`src/rtl/lpm_pkg.sv`:
```
`timescale 1ns/1ps
package lpm_pkg;

    localparam int MODE_IDLE_BIT = 0;
    localparam int MODE_PD_BIT   = 1;

    typedef enum logic [1:0] {
        ST_RUN    = 2'd0,
        ST_IDLE   = 2'd1,
        ST_PDOWN  = 2'd2,
        ST_PDWAKE = 2'd3
    } lpm_state_e;

    typedef struct packed {
        logic cpu;
        logic per;
        logic osc;
    } clk_gate_t;

    function automatic clk_gate_t gates_of(lpm_state_e st);
        clk_gate_t g;
        g.cpu = (st == ST_RUN);
        g.per = (st == ST_RUN) || (st == ST_IDLE);
        g.osc = (st != ST_PDOWN);
        return g;
    endfunction

    function automatic logic [1:0] mode_bits_of(lpm_state_e st);
        logic [1:0] m;
        m = 2'b00;
        m[MODE_IDLE_BIT] = (st == ST_IDLE);
        m[MODE_PD_BIT]   = (st == ST_PDOWN) || (st == ST_PDWAKE);
        return m;
    endfunction

endpackage

```
`src/rtl/lpm_rst_qual.sv`:
```
`timescale 1ns/1ps
module lpm_rst_qual #(
    parameter int MC_LEN = 12,
    parameter int RST_MC = 2
) (
    input  logic clk,
    input  logic por,
    input  logic pin_raw,
    input  logic osc_run,
    output logic pin_s,
    output logic rst_q
);
    localparam int TARGET = MC_LEN * RST_MC;
    localparam int CW     = $clog2(TARGET + 1);
    localparam logic [CW-1:0] TGT = CW'(TARGET);

    logic          s1, s2;
    logic [CW-1:0] held;

    always_ff @(posedge clk) begin
        if (por) begin
            s1   <= 1'b0;
            s2   <= 1'b0;
            held <= '0;
        end else begin
            s1 <= pin_raw;
            s2 <= s1;
            if (!s2)
                held <= '0;
            else if (osc_run && held != TGT)
                held <= held + 1'b1;
        end
    end

    assign pin_s = s2;
    assign rst_q = (held == TGT);


    rst_rise_needs_pin_chk: assert property (@(posedge clk) disable iff (por)
        $rose(rst_q) |-> $past(pin_s));

    rst_drop_on_pin_low_chk: assert property (@(posedge clk) disable iff (por)
        !pin_s |=> !rst_q);

    rst_frozen_osc_chk: assert property (@(posedge clk) disable iff (por)
        (!osc_run && !rst_q) |=> !rst_q);
endmodule

```
`src/rtl/lpm_prescaler.sv`:
```
`timescale 1ns/1ps
module lpm_prescaler #(
    parameter int MC_LEN = 12
) (
    input  logic clk,
    input  logic por,
    input  logic clr,
    input  logic run,
    output logic tick
);
    localparam int PW = $clog2(MC_LEN);
    localparam logic [PW-1:0] LAST = PW'(MC_LEN - 1);

    logic [PW-1:0] phase;

    always_ff @(posedge clk) begin
        if (por || clr)
            phase <= '0;
        else if (run)
            phase <= (phase == LAST) ? '0 : phase + 1'b1;
    end

    assign tick = run && (phase == LAST);


    phase_range_chk: assert property (@(posedge clk) disable iff (por)
        phase <= LAST);

    no_double_tick_chk: assert property (@(posedge clk) disable iff (por)
        tick |=> !tick);
endmodule

```
`src/rtl/lpm_mode_fsm.sv`:
```
`timescale 1ns/1ps
module lpm_mode_fsm
    import lpm_pkg::*;
#(
    parameter int N_IRQ = 5
) (
    input  logic             clk,
    input  logic             por,
    input  logic             rst_q,
    input  logic             pin_s,
    input  logic             mode_wr,
    input  logic [1:0]       mode_wdata,
    input  logic [N_IRQ-1:0] irq_pend,
    input  logic [N_IRQ-1:0] irq_en,
    output lpm_state_e       state,
    output logic             ram_blk
);
    logic irq_hit;
    assign irq_hit = |(irq_pend & irq_en);

    always_ff @(posedge clk) begin
        if (por || rst_q) begin
            state   <= ST_RUN;
            ram_blk <= 1'b0;
        end else begin
            unique case (state)
                ST_RUN: begin
                    if (mode_wr && mode_wdata[MODE_PD_BIT])
                        state <= ST_PDOWN;
                    else if (mode_wr && mode_wdata[MODE_IDLE_BIT])
                        state <= ST_IDLE;
                end
                ST_IDLE: begin
                    if (pin_s)
                        state <= ST_RUN;
                    else if (irq_hit)
                        state <= ST_RUN;
                end
                ST_PDOWN: begin
                    if (pin_s)
                        state <= ST_PDWAKE;
                end
                ST_PDWAKE: begin
                    if (!pin_s)
                        state <= ST_PDOWN;
                end
                default: state <= ST_RUN;
            endcase

            if (state == ST_IDLE && pin_s)
                ram_blk <= 1'b1;
            else if (!pin_s)
                ram_blk <= 1'b0;
        end
    end


    pd_exit_only_by_pin_chk: assert property (@(posedge clk) disable iff (por)
        (state == ST_PDOWN && !pin_s && !rst_q) |=> state == ST_PDOWN);

    idle_irq_wake_chk: assert property (@(posedge clk) disable iff (por)
        (state == ST_IDLE && irq_hit && !rst_q) |=> state == ST_RUN);

    blk_only_in_run_chk: assert property (@(posedge clk) disable iff (por)
        $rose(ram_blk) |-> (state == ST_RUN && $past(state == ST_IDLE)));
endmodule

```
`src/rtl/lpm_ctrl.sv`:
```
`timescale 1ns/1ps
module lpm_ctrl
    import lpm_pkg::*;
#(
    parameter int N_IRQ  = 5,
    parameter int MC_LEN = 12,
    parameter int RST_MC = 2
) (
    input  logic             clk,
    input  logic             por,
    input  logic             rst_pin,
    input  logic             mode_wr,
    input  logic [1:0]       mode_wdata,
    input  logic [N_IRQ-1:0] irq_pend,
    input  logic [N_IRQ-1:0] irq_en,
    input  logic             ram_we_i,
    input  logic             port_we_i,
    input  logic             lock1,
    input  logic             ea_pin,
    output logic             cpu_clk_en,
    output logic             per_clk_en,
    output logic             osc_en,
    output logic             rst_int,
    output logic             mc_tick,
    output logic [1:0]       mode_o,
    output logic             ram_we_o,
    output logic             port_we_o,
    output logic             ea_eff
);
    lpm_state_e state;
    clk_gate_t  gates;
    logic       pin_s, rst_q, ram_blk, ea_lat;

    assign gates = gates_of(state);

    lpm_rst_qual #(.MC_LEN(MC_LEN), .RST_MC(RST_MC)) u_rstq (
        .clk     (clk),
        .por     (por),
        .pin_raw (rst_pin),
        .osc_run (gates.osc),
        .pin_s   (pin_s),
        .rst_q   (rst_q)
    );

    lpm_prescaler #(.MC_LEN(MC_LEN)) u_psc (
        .clk  (clk),
        .por  (por),
        .clr  (rst_q),
        .run  (gates.osc),
        .tick (mc_tick)
    );

    lpm_mode_fsm #(.N_IRQ(N_IRQ)) u_fsm (
        .clk        (clk),
        .por        (por),
        .rst_q      (rst_q),
        .pin_s      (pin_s),
        .mode_wr    (mode_wr),
        .mode_wdata (mode_wdata),
        .irq_pend   (irq_pend),
        .irq_en     (irq_en),
        .state      (state),
        .ram_blk    (ram_blk)
    );

    always_ff @(posedge clk) begin
        if (por || rst_q)
            ea_lat <= ea_pin;
    end

    assign cpu_clk_en = gates.cpu;
    assign per_clk_en = gates.per;
    assign osc_en     = gates.osc;
    assign rst_int    = rst_q;
    assign mode_o     = mode_bits_of(state);
    assign ram_we_o   = ram_we_i && !ram_blk && !rst_q;
    assign port_we_o  = port_we_i && !rst_q;
    assign ea_eff     = lock1 ? ea_lat : ea_pin;


    mode_clear_after_rst_chk: assert property (@(posedge clk) disable iff (por)
        rst_int |=> mode_o == 2'b00);

    cpu_needs_osc_chk: assert property (@(posedge clk) disable iff (por)
        cpu_clk_en |-> osc_en);

    ea_hold_chk: assert property (@(posedge clk) disable iff (por)
        (lock1 && !rst_int) |=> (!lock1 || $stable(ea_eff) || rst_int));
endmodule

```
`config.mk`:
```
export PLATFORM = sky130hd
export DESIGN_NAME = lpm_ctrl
export DESIGN_NICKNAME = d
export VERILOG_FILES = /design/src/rtl/lpm_pkg.sv /design/src/rtl/lpm_rst_qual.sv /design/src/rtl/lpm_prescaler.sv /design/src/rtl/lpm_mode_fsm.sv /design/src/rtl/lpm_ctrl.sv
export SDC_FILE = /design/constraint.sdc
export NUM_CORES = 1
export LEC_CHECK = 0
export BUFFER_PORTS_ARGS = -buffer_cell sky130_fd_sc_hd__buf_2
export CORE_UTILIZATION = 49
export DETAILED_ROUTE_END_ITERATION = 10
export PLACE_DENSITY = 0.93
export SETUP_SLACK_MARGIN = 0.5
export SYNTH_ARGS = -nofsm -noshare
export SYNTH_HDL_FRONTEND = slang
export SYNTH_SLANG_ARGS = --single-unit
```
`constraint.sdc`:
```
create_clock -name clk -period 3.8 [get_ports clk]
set_clock_uncertainty 0.05 [all_clocks]
set_input_delay 0.38 -clock clk [delete_from_list [all_inputs] [get_ports clk]]
set_output_delay 0.38 -clock clk [all_outputs]
set_load 0.01 [all_outputs]
```
==> flow_metrics.env, run 1 <==
export IMPL_crit_fanout=10
export IMPL_start_util_pct=54.76
export IMPL_crit_required_ns=3.37
export IMPL_cts_hold_buf=0
export IMPL_clk_latency_ns=0.29
export IMPL_tightest_slew_ns=0.4310
export IMPL_port_buffer_count=29
export IMPL_syn_area_um2=748.2
export IMPL_ir_worst_vdd_uv=223.0
export IMPL_nNetsFinal=137
export IMPL_yosysWarnings=0
export IMPL_timing_final_crit_share_pct=51.74
export IMPL_clkSinkCount=15
export IMPL_grtUsageTotal_pct=23.37
export IMPL_period_needed_ns=1.966
export IMPL_syn_inst=83
export IMPL_setup_viol_count_final=0
export IMPL_vias_per_cell=5.289
export IMPL_pin_count=30
export IMPL_cts_resized=0
export IMPL_cellPowerDensity_nw_per_um2=383.1
export IMPL_syn_to_final_growth_pct=22.41
export IMPL_postCtsSetupRepairBufs=0
export IMPL_grt_pass1_wl_um=2415
export IMPL_mostFrequentLayoutCells="buf_2, dfxtp_1, nor2_1"
export IMPL_critPathLaunchType="register"
export IMPL_final_core_util_pct=67.03
export IMPL_diodes=0
export IMPL_clk_transition_reported_paths_ns=0.08
export IMPL_grt_max_degree=11
export IMPL_leakagePower_nw=0.4171
export IMPL_nFillCells=119
export IMPL_gp_congestion=0.7858
export IMPL_yosysSeqAreaShare_pct=41.47
export IMPL_ys_seq_elements=15
export IMPL_final_common_cell="buf_2"
export IMPL_num_rows=13
export IMPL_synth_avg_cell_area_um2=9.015
export IMPL_yosys_top_cells_area="dfxtp_1, ha_1, nor2_1, xor2_1, nand2_1"
export IMPL_yosysUniqueCellTypes=32
export IMPL_status="finished clean"
export IMPL_cp_end_kind="output port"
export IMPL_drc=0
export IMPL_slew_headroom_pct=71.27
export IMPL_cts_htree_levels=1
export IMPL_max_cap_violations=0
export IMPL_netlist_area_leader_share_pct=37.46
export IMPL_post_drt_wl_per_cell_um=12.86
export IMPL_hold_path_class="input port to register"
export IMPL_clockRootBuffer="clkbuf_4"
export IMPL_die_x_um=41.08
export IMPL_wirelength_um=1646
export IMPL_worstPathArrival_ns=1.54
export IMPL_synth_nets=106
export IMPL_core_area_um2=1366
export IMPL_hold_viol_final=0
export IMPL_clk_path_buf_depth=2
export IMPL_yosys_area_top_type="dfxtp_1"
export IMPL_grt_pass1_vias=584
export IMPL_tns_ns=0
export IMPL_critical_path_class="register to output port"
export IMPL_rsz0062_at_grt="no"
export IMPL_gr_total_overflow=0
export IMPL_drt_initial_drc_count=10
export IMPL_die_height_um=41.08
export IMPL_antenna_found_initial=0
export IMPL_via_count=677
export IMPL_dpl_hpwl_um=1347
export IMPL_cts_made_buffers=3
export IMPL_dieArea_um2=1687
export IMPL_cts_tree="done"
export IMPL_clock_fmax_mhz=508.6
export IMPL_drtPass1Iterations=4
export IMPL_antenna_left=0
export IMPL_slew_violations=0
export IMPL_drive_gt1_share_pct=34.51
==> sequential cells by signal, indices dropped and copies added (netlist names) <==
name and count:
ea_lat 1, u_fsm.ram_blk 1, u_fsm.state 2, u_psc.phase 4, u_rstq.held 5, u_rstq.pin_s 1
u_rstq.s1 1
==> final timing paths <==
path / slack, ns / start / cells after the start / to
max reg2reg: 2.25 / u_rstq.held[0] / 7 / u_fsm.state[1]
max: 1.83 / u_fsm.state[0] / 3 / mc_tick
min reg2reg: 0.41 / u_rstq.s1 / 1 / u_rstq.pin_s
min: 0.25 / ea_pin / 1 / ea_lat
==> per-stage QoR <==
stage | power [mW] | hold slack (ns) | setup slack, ns | instances | instance area, um2
finish | 0.3509 | 0.2478 | 1.834 | 128 | 915.9
global route | 0.3729 | 0.2409 | 1.717 | 128 | 915.9
CTS | 0.3516 | 0.2469 | 1.823 | 128 | 915.9
detailed placement | 0.2619 | 0.3956 | 2.157 | 124 | 889.6
global placement | 0.2565 | 0.3749 | 2.244 | 124 | 889.6
floorplan | 0.2352 | 0.3638 | 2.263 | 83 | 748.2
==> layer usage <==
| metal | track usage [%] | vias up | wire length, um |
|---|---|---|---|
| met5 | 0 | - | 0 |
| met4 | 14.17 | 0 | 16 |
| met3 | 5.435 | 4 | 73 |
| met2 | 40.63 | 23 | 880 |
| met1 | 25.16 | 309 | 675 |
| li1 | - | 341 | - |
==> critical path, cell delays in order (launching register included) <==
cell,delay [ns]
dfxtp_1,0.44
nand2b_1,0.41
and4b_1,0.27
buf_2,0.13
==> power by group <==
part | internal [mW] | total (mW) | switching [mW]
registers | 0.171 | 0.183 | 0.0129
logic | 0.0371 | 0.0745 | 0.0374
clock network | 0.0408 | 0.0929 | 0.0521
total | 0.248 | 0.351 | 0.102
==> cell type report <==
| cell class | count | area, um2 | area share (%) |
|---|---|---|---|
| Clock buffer | 4 | 26.28 | 2.869 |
| Multi-Input combinational cell | 60 | 396.6 | 43.31 |
| Tap cell | 15 | 18.77 | 2.049 |
| Timing Repair Buffer | 29 | 145.1 | 15.85 |
| Inverter | 5 | 18.77 | 2.049 |
| Sequential cell | 15 | 310.3 | 33.88 |
==> Yosys cell counts (all sizes together) <==
| library cell | count |
|---|---|
| a21oi | 3 |
| a22oi | 2 |
| a31oi | 1 |
| and2 | 1 |
| and4b | 1 |
| buf | 2 |
| clkbuf | 1 |
| dfxtp | 14 |
| edfxtp | 1 |
| ha | 3 |
| inv | 5 |
| mux2 | 1 |
| mux2i | 3 |
| nand2 | 10 |
| nand2b | 3 |
| nand3 | 1 |
| nand4 | 3 |
| nand4b | 1 |
| nor2 | 11 |
| nor2b | 3 |
| nor3b | 1 |
| o211ai | 1 |
| o21ai | 3 |
| o41ai | 1 |
| or3 | 1 |
| xnor2 | 2 |
| xor2 | 4 |
==> kinds of logic after synthesis <==
logic type	Yosys count	synth area share, %
adders and majority gates	3	5.017
muxes	4	5.518
AOI/OAI and AO/OA	11	9.029
and+or+nand+nor	36	26.42
DFF	15	41.47
xor gates and xnor gates	6	7.023
buffers and inverters	8	5.518
No activity file was read; power rests on OpenSTA's default activity.
==> run 2, diff against run 1 <==
--- a/config.mk
+++ b/config.mk
@@ -6,9 +6,9 @@
 export NUM_CORES = 1
 export LEC_CHECK = 0
 export BUFFER_PORTS_ARGS = -buffer_cell sky130_fd_sc_hd__buf_2
-export CORE_UTILIZATION = 49
+export CORE_UTILIZATION = 41
 export DETAILED_ROUTE_END_ITERATION = 10
-export PLACE_DENSITY = 0.93
+export PLACE_DENSITY = 0.84
 export SETUP_SLACK_MARGIN = 0.5
 export SYNTH_ARGS = -nofsm -noshare
 export SYNTH_HDL_FRONTEND = slang
==> constraint.sdc (replaced) <==
create_clock -name clk -period 1.7 [get_ports clk]
set_clock_uncertainty 0.05 [all_clocks]
set_input_delay 0.17 -clock clk [delete_from_list [all_inputs] [get_ports clk]]
set_output_delay 0.17 -clock clk [all_outputs]
set_load 0.01 [all_outputs]
==> run 2 against run 1 <==
  * Critical path depth is 5 higher
  * Flip-flop and latch count stayed put
  * Sequential power is 130% higher
  * Clock power is 120% higher
  * Hold slack worse by 0.21 ns
  * Final cell count is 23% higher
  * Critical path type is now register to register
  * Final area is 35% higher
  * Register-to-register slack worse by 2.1 ns
  * Setup slack worse by 1.7 ns
  * Core utilization is 4.8 points higher
  * First-iteration DRC count stayed put
==> flow_metrics.env, run 2 (same netlist as run 1, synthesis figures left out) <==
export IMPL_cp_slowest_stage_delay_ns=0.34
export IMPL_cts_tree="done"
export IMPL_tns_ns=0
export IMPL_reg_top3="u_rstq.held (5), u_psc.phase (4), u_fsm.state (2)"
export IMPL_max_cap_violations=0
export IMPL_grt_pass1_wl_um=2484
export IMPL_regToRegEndpoint="u_fsm.state[1]"
export IMPL_core_area_um2=1727
export IMPL_worstPathArrival_ns=1.66
export IMPL_clk_transition_reported_paths_ns=0.09
export IMPL_nFillCells=138
export IMPL_drt_initial_drc_count=10
export IMPL_status="finished clean"
export IMPL_cts_hold_buf=0
export IMPL_layoutNonFillerInstCount=158
export IMPL_reg2reg_setup_slack_ns=0.17
export IMPL_pin_count=30
export IMPL_die_x_um=44.72
export IMPL_critical_path_class="register to register"
export IMPL_start_util_pct=43.33
export IMPL_hp_start="ea_pin"
export IMPL_cp_end_kind="register"
export IMPL_clkSinkCount=15
export IMPL_final_core_util_pct=71.81
export IMPL_cts_made_buffers=3
export IMPL_path_delay_family="flip-flops"
export IMPL_die_height_um=44.72
export IMPL_multi_input_area_um2=489.2
export IMPL_drc=0
export IMPL_dieArea_um2=2000
export IMPL_diodes=0
export IMPL_hold_viol_final=0
export IMPL_antenna_left=0
export IMPL_slew_violations=0
export IMPL_gp_congestion=0.7314
export IMPL_grtUsageTotal_pct=17.33
export IMPL_dp_cells=134
export IMPL_syn_to_final_growth_pct=65.72
export IMPL_cellPowerDensity_nw_per_um2=715.0
export IMPL_regArea_um2=327.8
export IMPL_drtPass1Iterations=4
export IMPL_ir_worst_vdd_uv=502.0
export IMPL_combPwrFrac_pct=30.4
export IMPL_cts_htree_levels=1
export IMPL_antenna_found_initial=0
export IMPL_slew_headroom_pct=76.83
export IMPL_largest_register_ff_count=5
export IMPL_largest_register="u_rstq.held"
export IMPL_critPathBufInv=4
export IMPL_gr_total_overflow=0
export IMPL_finalPower_uw=886.6
export IMPL_setup_viol_count_final=0
export IMPL_leakagePower_nw=0.5569
export IMPL_holdPathEnd="ea_lat"
export IMPL_r2r_start="u_rstq.held[0]"
export IMPL_mostFrequentLayoutCells="buf_2, buf_4, buf_6"
export IMPL_dpl_hpwl_um=1100
export IMPL_num_rows=15
export IMPL_critPathLaunchType="register"
export IMPL_hold_depth=1
export IMPL_drive_gt1_share_pct=59.40
export IMPL_netSwitchingPower_uw=255.7
export IMPL_final_cell_area_um2=1240
export IMPL_hold_path_class="input port to register"
export IMPL_cp_common_cell="inv_2"
export IMPL_period_needed_ns=1.525
export IMPL_final_common_cell="buf_2"
export IMPL_grt_pass1_vias=663
export IMPL_crit_chain="inv_2, ha_4, nand4b_4, inv_4, buf_6, nor2_4, inv_2, o41ai_2"
export IMPL_dpl_cell_area_um2=959.7
export IMPL_wirelength_um=1801
export IMPL_nNetsFinal=157
export IMPL_vias_per_cell=4.810
export IMPL_port_buffer_count=29
export IMPL_slowest_stage="dfxtp_2"
export IMPL_internal_power_uw=630.8
export IMPL_tightest_slew_ns=0.3460
export IMPL_clk_latency_ns=0.28
export IMPL_grt_max_degree=10
export IMPL_clk_path_buf_depth=2
export IMPL_swShare_pct=28.85
export IMPL_via_count=760
export IMPL_clockPowerShare_pct=22.6
export IMPL_post_drt_wl_per_cell_um=11.40
export IMPL_r2r_cells=8
export IMPL_p_seq_share_pct=47.0
export IMPL_rsz0062_at_grt="yes"
export IMPL_clock_fmax_mhz=655.6
export IMPL_crit_fanout=4
export IMPL_crit_required_ns=1.83
export IMPL_timing_final_crit_share_pct=89.73
export IMPL_clockRootBuffer="clkbuf_4"
[run 2: cell count changes in the layout (fill, tap and decap cells not counted), sizes merged]
cell | previous run | this run
buf | 29 | 49
clkinv | 0 | 1
clkbuf | 4 | 3
[run 2: worst max path at each step]
| stage | startpoint | endpoint | cells past startpoint |
|---|---|---|---|
| 2_1_floorplan | u_rstq.held[1] | ram_we_o | 5 |
| 5_1_grt | u_rstq.held[0] | u_fsm.state[1] | 8 |
| 4_1_cts | u_rstq.held[0] | ram_we_o | 6 |
| 6_report | u_rstq.held[0] | u_fsm.state[1] | 8 |
| 3_5_place_dp | u_fsm.state[1] | u_fsm.state[1] | 4 |
| 3_3_place_gp | u_rstq.held[0] | u_fsm.state[1] | 7 |
[run 2: layout make-up]
class | count | share of cell area, %
Tap cell | 25 | 2.523
Sequential cell | 15 | 26.44
Inverter | 5 | 1.715
Clock buffer | 3 | 1.816
Timing Repair Buffer | 49 | 27.65
Multi-Input combinational cell | 60 | 39.46
Clock inverter | 1 | 0.4036
[run 2: timing repair]
| action | CTS | global route |
|---|---|---|
| gates resized for setup | 11 | 15 |
| setup endpoints to repair | 21 | 19 |
| buffers inserted | 9 | 11 |
| pin swaps | 4 | 8 |
[run 2: power by group through the flow]
stage	Clock, mW	Combinational, mW	Sequential, mW
2_1_floorplan	0	0.136	0.411
3_3_place_gp	0	0.174	0.421
3_5_place_dp	0	0.177	0.423
4_1_cts	0.208	0.228	0.409
5_1_grt	0.225	0.295	0.421
6_report	0.200	0.270	0.416
[run 2: routing by layer]
layer / GRT usage [%] / routed length, um / up-vias
li1: - / - / 381
met1: 17.54 / 745 / 350
met2: 33.82 / 950 / 27
met3: 2.400 / 92 / 2
met4: 9.091 / 12 / 0
met5: 0 / 0 / -
[run 2: per-stage QoR]
stage	setup slack (ns)	hold slack [ns]
global route	0.1058	0.01948
detailed placement	0.3895	0.3212
CTS	0.2039	0.02264
floorplan	0.4717	0.1916
finish	0.1746	0.03344
global placement	0.4162	0.3153
==> run 3, diff against run 2 <==
--- a/config.mk
+++ b/config.mk
@@ -6,9 +6,11 @@
 export NUM_CORES = 1
 export LEC_CHECK = 0
 export BUFFER_PORTS_ARGS = -buffer_cell sky130_fd_sc_hd__buf_2
-export CORE_UTILIZATION = 41
+export CELL_PAD_IN_SITES_DETAIL_PLACEMENT = 1
+export CELL_PAD_IN_SITES_GLOBAL_PLACEMENT = 2
+export CORE_UTILIZATION = 23
 export DETAILED_ROUTE_END_ITERATION = 10
-export PLACE_DENSITY = 0.84
+export PLACE_DENSITY = 0.83
 export SETUP_SLACK_MARGIN = 0.5
 export SYNTH_ARGS = -nofsm -noshare
 export SYNTH_HDL_FRONTEND = slang
==> run 3 against run 2 <==
  * Setup slack better by 0.031 ns
  * Final cell count is 15% higher
  * Largest cell class unchanged
  * Sequential share of layout area is 1.7 points lower
  * Core utilization is 29 points lower
  * Die area is 74% higher
==> flow_metrics.env, run 3 (same netlist as run 1, synthesis figures left out) <==
export IMPL_status="finished clean"
export IMPL_cts_tree="done"
export IMPL_clk_latency_ns=0.28
export IMPL_antenna_left=0
export IMPL_clk_path_buf_depth=2
export IMPL_largest_register_ff_count=5
export IMPL_clk_transition_reported_paths_ns=0.09
export IMPL_vias_per_cell=4.354
export IMPL_slowest_stage="dfxtp_2"
export IMPL_cts_made_buffers=3
export IMPL_nFillCells=367
export IMPL_via_count=788
export IMPL_die_x_um=59.04
export IMPL_start_util_pct=24.31
export IMPL_hp_start="ea_pin"
export IMPL_final_core_util_pct=43.05
export IMPL_dieArea_um2=3485
export IMPL_die_height_um=59.04
export IMPL_clockRootBuffer="clkbuf_4"
export IMPL_leakagePower_nw=0.5831
export IMPL_wirelength_um=2337
export IMPL_drtPass1Iterations=3
export IMPL_setup_viol_count_final=0
export IMPL_cp_slowest_stage_delay_ns=0.34
export IMPL_syn_to_final_growth_pct=77.09
export IMPL_hold_viol_final=0
export IMPL_drive_gt1_share_pct=61.31
export IMPL_gp_congestion=0.6954
export IMPL_largest_register="u_rstq.held"
export IMPL_startpoint="u_rstq.held[0]"
export IMPL_drt_initial_drc_count=3
export IMPL_max_cap_violations=0
export IMPL_post_drt_wl_per_cell_um=12.91
export IMPL_path_delay_family="flip-flops"
export IMPL_port_buffer_count=29
export IMPL_critical_path_class="register to output port"
export IMPL_ir_worst_vdd_uv=341.3
export IMPL_grt_pass1_wl_um=3705
export IMPL_tns_ns=0
export IMPL_period_needed_ns=1.495
export IMPL_gr_total_overflow=0
export IMPL_r2r_start="u_rstq.held[0]"
export IMPL_final_cell_area_um2=1325
export IMPL_critPathBufInv=3
export IMPL_num_rows=20
export IMPL_drc=0
export IMPL_multi_input_area_um2=509.2
export IMPL_tightest_slew_ns=0.2943
export IMPL_cts_htree_levels=1
export IMPL_clkSinkCount=15
export IMPL_slew_headroom_pct=80.29
export IMPL_slew_violations=0
export IMPL_crit_fanout=4
export IMPL_hold_path_class="input port to register"
export IMPL_regArea_um2=327.8
export IMPL_crit_chain="inv_2, ha_4, nand4b_4, inv_4, nor3b_2, buf_2"
export IMPL_dpl_cell_area_um2=983.4
export IMPL_rsz0062_at_grt="yes"
export IMPL_reg_top3="u_rstq.held (5), u_psc.phase (4), u_fsm.state (2)"
export IMPL_final_common_cell="buf_2"
export IMPL_grtUsageTotal_pct=14.44
export IMPL_nNetsFinal=161
export IMPL_cellPowerDensity_nw_per_um2=715.9
export IMPL_mostFrequentLayoutCells="buf_2, buf_4, nand2_1, buf_6, dfxtp_1"
export IMPL_cts_hold_buf=0
export IMPL_grt_pass1_vias=890
export IMPL_core_area_um2=3078
export IMPL_cp_end_kind="output port"
export IMPL_clock_fmax_mhz=669.1
export IMPL_dpl_hpwl_um=1480
export IMPL_diodes=0
export IMPL_crit_required_ns=1.48
export IMPL_timing_final_crit_share_pct=87.91
export IMPL_pin_count=30
export IMPL_grt_max_degree=10
export IMPL_antenna_found_initial=0
export IMPL_critPathLaunchType="register"
export IMPL_worstPathArrival_ns=1.27
## run 3: layer usage
layer	vias up	global-route usage, %	part of all wire, %
met1	378	13.44	35
met2	16	29.71	60
met4	0	4.422	1.5
met5	-	0	0
li1	390	-	-
met3	4	3.930	3.7
## run 3: cell type report
cell class / count / share of cell area (%)
multi-input combinational: 60 / 38.43
timing repair buffer: 53 / 29.08
sequential: 15 / 24.74
tap: 44 / 4.155
clock buffer: 4 / 1.983
inverter: 5 / 1.605
## run 3: report_power, final
group / internal, mW / leakage (nW) / switching, mW / total [mW]
registers: 0.388 / 0.128 / 0.0288 / 0.417
logic: 0.190 / 0.441 / 0.137 / 0.327
clock network: 0.0911 / 0.0150 / 0.113 / 0.205
## run 3: through the flow
stage / power [mW] / setup WS (ns) / hold WS [ns] / std cells
3_3_place_gp: 0.6007 / 0.3684 / 0.3121 / 153
5_1_grt: 1.004 / 0.1243 / 0.01362 / 181
4_1_cts: 0.9075 / 0.1682 / 0.02348 / 172
2_1_floorplan: 0.5473 / 0.4717 / 0.1916 / 83
6_report: 0.9486 / 0.2055 / 0.03206 / 181
3_5_place_dp: 0.6095 / 0.3498 / 0.3197 / 153
## run 3: final timing paths
| check | endpoint | slack, ns | depth (start not counted) |
|---|---|---|---|
| max | ram_we_o | 0.21 | 6 |
| max reg2reg | u_rstq.held[1] | 0.27 | 8 |
| min | ea_lat | 0.03 | 1 |
| min reg2reg | u_rstq.pin_s | 0.40 | 1 |
## run 3: repair_timing
action	4_1_cts	5_1_grt
endpoints found under the setup margin	22	20
pin swaps	10	5
setup buffers	15	9
resized for setup	20	10
